===== config.mk =====
export PLATFORM = sky130hd
export DESIGN_NAME = pfc_rebuild_modulator
export DESIGN_NICKNAME = d
export VERILOG_FILES = /design/src/rtl/pfc_mod_pkg.sv /design/src/rtl/pfc_mod_ctrl.sv /design/src/rtl/pfc_mod_rebuild.sv /design/src/rtl/pfc_mod_carrier.sv /design/src/rtl/pfc_mod_datapath.sv /design/src/rtl/pfc_rebuild_modulator.sv
export SDC_FILE = /design/constraint.sdc
export NUM_CORES = 1
export LEC_CHECK = 0
export ABC_AREA = 1
export BUFFER_PORTS_ARGS = -buffer_cell sky130_fd_sc_hd__buf_2
export CAP_MARGIN = 10
export CELL_PAD_IN_SITES_DETAIL_PLACEMENT = 1
export CELL_PAD_IN_SITES_GLOBAL_PLACEMENT = 1
export CORE_AREA = 2 2 188 190
export DETAILED_ROUTE_END_ITERATION = 16
export DIE_AREA = 0 0 190 192
export PLACE_DENSITY_LB_ADDON = 0.1
export SLEW_MARGIN = 20
export SYNTH_ARGS = -nofsm -noshare
export SYNTH_HDL_FRONTEND = slang
export SYNTH_SLANG_ARGS = --single-unit

===== constraint.sdc =====
create_clock -name clk -period 29.9 [get_ports clk]
set_input_delay 5.98 -clock clk [delete_from_list [all_inputs] [get_ports clk]]
set_output_delay 5.98 -clock clk [all_outputs]
set_load 0.05 [all_outputs]

===== src/rtl/pfc_mod_pkg.sv =====
package pfc_mod_pkg;

  // Strobes passed from the control unit to the datapath
  typedef struct packed {
    logic sampleTick;   // a new sample is being consumed this cycle
    logic periodStart;  // this sample opens a switching period
  } pfcStrobes_t;

endpackage


===== src/rtl/pfc_mod_ctrl.sv =====
module pfc_mod_ctrl
  import pfc_mod_pkg::*;
#(
  parameter int PERIOD_LOG2 = 4
) (
  input  logic        clk,
  input  logic        rst,
  input  logic        sampleStb,
  input  logic        reachedCarrier,
  output pfcStrobes_t strobes,
  output logic        gateOn
);

  localparam logic [PERIOD_LOG2-1:0] LAST_SAMPLE = '1;

  logic [PERIOD_LOG2-1:0] sampleCntQ;
  logic                   gateQ;

  always_comb begin
    strobes.sampleTick  = sampleStb;
    strobes.periodStart = sampleStb && (sampleCntQ == LAST_SAMPLE);
  end

  // Counter parked on the last slot so the first strobe opens a period.
  always_ff @(posedge clk) begin
    if (rst) begin
      sampleCntQ <= LAST_SAMPLE;
      gateQ      <= 1'b0;
    end else if (sampleStb) begin
      sampleCntQ <= sampleCntQ + 1'b1;
      if (strobes.periodStart)
        gateQ <= 1'b1;
      else if (reachedCarrier)
        gateQ <= 1'b0;
    end
  end

  assign gateOn = gateQ;

  // every period opens with the switch on
  assert_gate_on_at_start_R6: assert property (@(posedge clk) disable iff (rst)
    strobes.periodStart |=> gateQ);

  // once off, the gate stays off until a period starts
  assert_gate_stays_off_R8: assert property (@(posedge clk) disable iff (rst)
    (!gateQ && !strobes.periodStart) |=> !gateQ);

  // without a strobe the gate holds
  assert_gate_holds_R9: assert property (@(posedge clk) disable iff (rst)
    !sampleStb |=> $stable(gateQ));

endmodule


===== src/rtl/pfc_mod_rebuild.sv =====
module pfc_mod_rebuild #(
  parameter int SAMPLE_W   = 16,
  parameter int GAIN_W     = 16,
  parameter int GAIN_SHIFT = 12,
  parameter int CUR_W      = 16
) (
  input  logic                       clk,
  input  logic                       rst,
  input  logic                       sampleTick,
  input  logic                       gateOn,
  input  logic signed [SAMPLE_W-1:0] gridV,
  input  logic signed [SAMPLE_W-1:0] outV,
  input  logic        [GAIN_W-1:0]   gainTL,
  output logic        [CUR_W-1:0]    curNext,
  output logic        [CUR_W-1:0]    curQ
);

  localparam int PROD_W = SAMPLE_W + GAIN_W + 2;
  localparam int SUM_W  = PROD_W + 1;
  localparam logic signed [PROD_W-1:0] ROUND_BIAS =
    $signed(PROD_W'((64'd1 << GAIN_SHIFT) - 64'd1));
  localparam logic signed [SUM_W-1:0] CUR_MAX =
    $signed({{(SUM_W-CUR_W){1'b0}}, {CUR_W{1'b1}}});

  logic signed [SAMPLE_W:0]   deltaV;
  logic signed [PROD_W-1:0]   deltaW;
  logic signed [PROD_W-1:0]   gainW;
  logic signed [PROD_W-1:0]   prodW;
  logic signed [PROD_W-1:0]   incrW;
  logic signed [SUM_W-1:0]    sumW;

  always_comb begin
    // Increment source depends on the switch state held before the strobe
    if (gateOn)
      deltaV = {gridV[SAMPLE_W-1], gridV};
    else
      deltaV = {gridV[SAMPLE_W-1], gridV} - {outV[SAMPLE_W-1], outV};
    deltaW = {{(PROD_W-SAMPLE_W-1){deltaV[SAMPLE_W]}}, deltaV};
    gainW  = $signed({{(PROD_W-GAIN_W){1'b0}}, gainTL});
    prodW  = deltaW * gainW;
    // Bias negative products so the arithmetic shift truncates toward zero
    if (prodW[PROD_W-1])
      incrW = (prodW + ROUND_BIAS) >>> GAIN_SHIFT;
    else
      incrW = prodW >>> GAIN_SHIFT;
    sumW = $signed({{(SUM_W-CUR_W){1'b0}}, curQ}) + {incrW[PROD_W-1], incrW};
    if (sumW[SUM_W-1])
      curNext = '0;
    else if (sumW > CUR_MAX)
      curNext = '1;
    else
      curNext = sumW[CUR_W-1:0];
  end

  always_ff @(posedge clk) begin
    if (rst)
      curQ <= '0;
    else if (sampleTick)
      curQ <= curNext;
  end

  // with the switch on and a non-negative grid sample the current cannot fall
  assert_on_rises_R2: assert property (@(posedge clk) disable iff (rst)
    (sampleTick && gateOn && !gridV[SAMPLE_W-1]) |=> (curQ >= $past(curQ)));

  // with the switch off and the output above the grid the current cannot rise
  assert_off_falls_R3: assert property (@(posedge clk) disable iff (rst)
    (sampleTick && !gateOn && (gridV <= outV)) |=> (curQ <= $past(curQ)));

  // the current only moves on a sample
  assert_cur_holds_R9: assert property (@(posedge clk) disable iff (rst)
    !sampleTick |=> $stable(curQ));

endmodule


===== src/rtl/pfc_mod_carrier.sv =====
module pfc_mod_carrier
  import pfc_mod_pkg::*;
#(
  parameter int AMP_W       = 16,
  parameter int PERIOD_LOG2 = 4
) (
  input  logic               clk,
  input  logic               rst,
  input  pfcStrobes_t        strobes,
  input  logic [AMP_W-1:0]   carrierAmp,
  output logic [AMP_W-1:0]   carrierNext
);

  localparam int ACC_W = AMP_W + PERIOD_LOG2;

  logic [AMP_W-1:0] ampHoldQ;
  logic [ACC_W-1:0] accQ;
  logic [ACC_W-1:0] accNext;

  // Accumulating the amplitude each sample yields A*n; the top bits give A*n/N.
  always_comb begin
    if (strobes.periodStart)
      accNext = '0;
    else
      accNext = accQ + {{PERIOD_LOG2{1'b0}}, ampHoldQ};
    carrierNext = accNext[ACC_W-1:PERIOD_LOG2];
  end

  always_ff @(posedge clk) begin
    if (rst) begin
      accQ     <= '0;
      ampHoldQ <= '0;
    end else if (strobes.sampleTick) begin
      accQ <= accNext;
      if (strobes.periodStart)
        ampHoldQ <= carrierAmp;
    end
  end

  // the ramp restarts at zero on every period start
  assert_ramp_restart_R7: assert property (@(posedge clk) disable iff (rst)
    strobes.periodStart |=> (accQ == '0));

  // inside a period the ramp never wraps downward
  assert_ramp_monotonic_R7: assert property (@(posedge clk) disable iff (rst)
    (strobes.sampleTick && !strobes.periodStart) |=> (accQ >= $past(accQ)));

endmodule


===== src/rtl/pfc_mod_datapath.sv =====
module pfc_mod_datapath
  import pfc_mod_pkg::*;
#(
  parameter int SAMPLE_W    = 16,
  parameter int GAIN_W      = 16,
  parameter int GAIN_SHIFT  = 12,
  parameter int CUR_W       = 16,
  parameter int AMP_W       = 16,
  parameter int PERIOD_LOG2 = 4
) (
  input  logic                       clk,
  input  logic                       rst,
  input  pfcStrobes_t                strobes,
  input  logic                       gateOn,
  input  logic signed [SAMPLE_W-1:0] gridV,
  input  logic signed [SAMPLE_W-1:0] outV,
  input  logic        [AMP_W-1:0]    carrierAmp,
  input  logic        [GAIN_W-1:0]   gainTL,
  output logic                       reachedCarrier,
  output logic        [CUR_W-1:0]    curQ
);

  localparam int CMP_W = (CUR_W > AMP_W) ? CUR_W : AMP_W;

  logic [CUR_W-1:0] curNext;
  logic [AMP_W-1:0] carrierNext;

  pfc_mod_rebuild #(
    .SAMPLE_W(SAMPLE_W), .GAIN_W(GAIN_W), .GAIN_SHIFT(GAIN_SHIFT), .CUR_W(CUR_W)
  ) rebuild_i (
    .clk(clk), .rst(rst), .sampleTick(strobes.sampleTick), .gateOn(gateOn),
    .gridV(gridV), .outV(outV), .gainTL(gainTL),
    .curNext(curNext), .curQ(curQ)
  );

  pfc_mod_carrier #(
    .AMP_W(AMP_W), .PERIOD_LOG2(PERIOD_LOG2)
  ) carrier_i (
    .clk(clk), .rst(rst), .strobes(strobes), .carrierAmp(carrierAmp),
    .carrierNext(carrierNext)
  );

  // Updated current against updated carrier, both for the sample being consumed
  assign reachedCarrier = CMP_W'(curNext) >= CMP_W'(carrierNext);

endmodule


===== src/rtl/pfc_rebuild_modulator.sv =====
module pfc_rebuild_modulator
  import pfc_mod_pkg::*;
#(
  parameter int SAMPLE_W    = 16,
  parameter int GAIN_W      = 16,
  parameter int GAIN_SHIFT  = 12,
  parameter int CUR_W       = 16,
  parameter int AMP_W       = 16,
  parameter int PERIOD_LOG2 = 4
) (
  input  logic                       clk,
  input  logic                       rst,
  input  logic                       sampleStb,
  input  logic signed [SAMPLE_W-1:0] gridV,
  input  logic signed [SAMPLE_W-1:0] outV,
  input  logic        [AMP_W-1:0]    carrierAmp,
  input  logic        [GAIN_W-1:0]   gainTL,
  output logic                       gateOut,
  output logic        [CUR_W-1:0]    iRebuilt
);

  pfcStrobes_t strobes;
  logic        reachedCarrier;
  logic        gateOn;

  pfc_mod_ctrl #(.PERIOD_LOG2(PERIOD_LOG2)) ctrl_i (
    .clk(clk), .rst(rst), .sampleStb(sampleStb), .reachedCarrier(reachedCarrier),
    .strobes(strobes), .gateOn(gateOn)
  );

  pfc_mod_datapath #(
    .SAMPLE_W(SAMPLE_W), .GAIN_W(GAIN_W), .GAIN_SHIFT(GAIN_SHIFT),
    .CUR_W(CUR_W), .AMP_W(AMP_W), .PERIOD_LOG2(PERIOD_LOG2)
  ) datapath_i (
    .clk(clk), .rst(rst), .strobes(strobes), .gateOn(gateOn),
    .gridV(gridV), .outV(outV), .carrierAmp(carrierAmp), .gainTL(gainTL),
    .reachedCarrier(reachedCarrier), .curQ(iRebuilt)
  );

  assign gateOut = gateOn;

  // the first output edge after reset waits for a strobe
  assert_idle_after_reset_R1: assert property (@(posedge clk)
    (rst && !sampleStb) |=> (!gateOut && (iRebuilt == '0)));

endmodule


==> impl_metrics.py <==
metrics = {
    "status": {
        "status": "complete, no violations",
    },
    "synthesis": {
        "synth-adder-area-share": 0.436,
        "ys_seq_area_frac": 0.0656,
        "synth_top_area_frac": 0.324,
        "ys_ff_latch": 57,
        "yosys-top-cells-area": "fa_1, inv_1, nand2_1, ha_1, dfxtp_1",
        "ys.flop_type": "dfxtp_1",
        "yosysMostFrequentCell": "inv_1",
        "synth_area_um2": 17400,
        "synth_xor_area_frac": 0.0247,
        "synthCells": 2481,
        "synth_mux_area_frac": 0,
        "ys_types": 50,
        "postSynthAreaPerCell_um2": 7.01,
        "synth-edff-count": 0,
        "synth-async-reset-ratio": 0,
        "synth_common_cells": "inv_1, nand2_1, fa_1",
        "ys_warn_count": 0,
        "yosysTopAreaCell": "fa_1",
        "syn-num-nets": 2985,
        "synth-compound-area-share": 0.0784,
        "synth_simple_gate_area_frac": 0.250,
        "synth_top_family_by_area": "adder cells",
    },
    "clock_tree": {
        "cts_root_buffer": "clkbuf_16",
        "insertion_delay_ns": 0.33,
        "cts_tree": "done",
        "ctsHoldBuffers": 0,
        "clockBufferDepth": 2,
        "ctsResizeCount": 0,
        "clock-sinks": 57,
        "htree_levels": 3,
        "postCtsSetupBuffers": 0,
        "cts.reportedPaths.clkPinSlew_ns": 0.05,
        "numCtsBuffers": 9,
    },
    "global_route": {
        "top_usage_layer": "met2",
        "grt_max_degree": 73,
        "gr-total-overflow": 0,
        "met2_usage": 0.565,
        "met3_usage": 0.0486,
        "met1_usage": 0.416,
        "grt_use_total": 0.324,
        "grt_pass1_wl_um": 91700,
        "grt_pass1_vias": 17900,
        "antenna_found_initial": 0,
    },
    "worst_setup_path": {
        "r2r-end": "ctrl_i.gateOn",
        "cp_data_required_time_ns": 30.14,
        "crit_slowest_cell": "fa_1",
        "crit_buf_inv": 11,
        "crit_fanout": 17,
        "r2r_cells": 56,
        "crit_top_cell": "nand2_1",
        "crit-reg2reg-launch": "ctrl_i.gateOn",
        "ff2ff_setup_slack_ns": 16.14,
        "cp-end-kind": "flip-flop",
        "worst_ep_arrival_time_ns": 20.38,
        "cpPeakStageDelay_ns": 0.62,
        "critPathLaunchType": "input pin",
        "crit_type": "input pin to flip-flop",
        "crit_family": "adder cells",
    },
    "route": {
        "ant_nets": 0,
        "firstDrtPassIters": 7,
        "vias_per_cell": 5.38,
        "wire_per_inst_um": 18.8,
        "via_count": 16100,
        "drt_iter0_markers": 874,
        "routed_wl_um": 56100,
        "drc": 0,
    },
    "sta": {
        "slew_headroom": 0.411,
        "fin_tns_setup_ns": 0,
        "hold_viol": 0,
        "rsz0062_at_grt": "false",
        "max_freq_mhz": 49.7,
        "skew_ns": 0.00786,
        "drv_slew": 0,
        "setup_violations": 0,
        "final.period_utilization": 0.674,
        "fin_crit_ns": 20.14,
        "worst_pin_slew_ns": 0.882,
    },
    "finish": {
        "nFillCells": 4558,
        "antennaDiodeCount": 0,
        "regArea_um2": 1140,
        "drive_gt1_frac": 0.0773,
        "synthToLayoutAreaGrowth_pct": 6.55,
        "multiInputGateArea_um2": 13700,
        "fin_nets": 3035,
    },
    "worst_hold_path": {
        "min_from": "datapath_i.carrier_i.accQ[3]",
        "hold_end": "datapath_i.carrier_i.accQ[3]",
        "hp-class": "flip-flop to flip-flop",
        "worst_hold_path.num_cells": 2,
    },
    "die": {
        "start_util": 0.507,
        "core-area_um2": 34300,
        "die_x_um": 190,
        "dieArea_um2": 36500,
        "row_count": 68,
        "ios": 84,
        "dieHeight_um": 192,
    },
    "job": {
        "maxCapViolCount": 0,
    },
    "placed_design": {
        "io_buffer_count": 83,
        "place_hpwl_um": 48000,
        "gp_congestion": 0.915,
    },
}
[layer usage]
layer | vias to the layer above | wire length [µm]
met5 | - | 0
met4 | 0 | 1590
met3 | 114 | 3230
met2 | 444 | 27300
met1 | 8007 | 23900
li1 | 7528 | -
[how the worst max path moves through the flow]
stage	from	end	slack, ns	cells past startpoint
after detailed placement	gridV[0]	ctrl_i.gateOn	9.64	75
final	gridV[0]	ctrl_i.gateOn	9.76	75
after floorplan	gridV[0]	ctrl_i.gateOn	11.91	78
after CTS	gridV[0]	ctrl_i.gateOn	9.85	75
after global routing	gridV[0]	ctrl_i.gateOn	8.42	77
after global placement	gridV[0]	ctrl_i.gateOn	10.27	77
[through the flow]
stage	util	cell area (µm²)	worst slack, ns	hold slack (ns)	instances
floorplan	-	17400	11.91	0.443	2481
global placement	0.531	18200	10.27	0.457	2975
detailed placement	0.531	18200	9.64	0.467	2975
CTS	0.541	18500	9.85	0.476	2990
global route	0.541	18500	8.42	0.494	2990
finish	0.541	18500	9.76	0.473	2990
[worst register-to-register path, delay by kind of cell (launching register included)]
kind                       cells  cell delay [ns]
adders and majority gates      9             4.15
and+or+nand+nor               22             3.49
AOI/OAI and AO/OA             14             2.86
buffers and inverters          9             1.72
DFF                            1             0.76
xor gates and xnor gates       2             0.70
[kinds of logic after synthesis]
logic type | Yosys count
simple gates | 1024
buf+inv | 668
fa+ha+maj | 437
compound gates | 249
flops | 57
xor+xnor | 46
[layout make-up]
type / instances / share of cell area
Multi-Input combinational cell: 1756 / 0.740
Tap cell: 455 / 0.0307
Clock buffer: 10 / 0.0129
Timing Repair Buffer: 91 / 0.0256
Clock inverter: 5 / 0.00432
Inverter: 616 / 0.125
Sequential cell: 57 / 0.0615
[placed cells by master, fill, tap and decap left out, types with 5 or more instances in the layout]
| cell type | synthesis | final |
|---|---|---|
| inv_1 | 591 | 591 |
| nand2_1 | 570 | 570 |
| fa_1 | 282 | 282 |
| nor2_1 | 231 | 231 |
| ha_1 | 155 | 155 |
| a21oi_1 | 118 | 118 |
| nand3_1 | 106 | 106 |
| o21ai_0 | 85 | 85 |
| buf_2 | 2 | 83 |
| dfxtp_1 | 57 | 57 |
| xor2_1 | 32 | 32 |
| nand4_1 | 24 | 24 |
| nand2_2 | 21 | 21 |
| nor2_2 | 17 | 17 |
| or2_2 | 16 | 16 |
| clkinv_1 | 15 | 15 |
| xnor2_1 | 12 | 12 |
| inv_2 | 10 | 10 |
| nor3_1 | 10 | 10 |
| nand3_2 | 9 | 9 |
| clkbuf_16 | 0 | 9 |
| buf_4 | 1 | 8 |
| nor2_4 | 6 | 6 |
| nand3b_1 | 6 | 6 |
| o21bai_1 | 6 | 6 |
| a31oi_1 | 6 | 6 |
| o21ai_1 | 5 | 5 |
[sequential cells by signal, indices dropped and copies added, names as in the netlist]
name and flops:
datapath_i.carrier_i.ampHoldQ 16, datapath_i.carrier_i.accQ 20, ctrl_i.sampleCntQ 4, datapath_i.rebuild_i.curQ 16
ctrl_i.gateOn 1
Power is left out: the tool's default activity adds up to more than one toggle a clock period on the data nets, which glitch-free logic cannot reach.
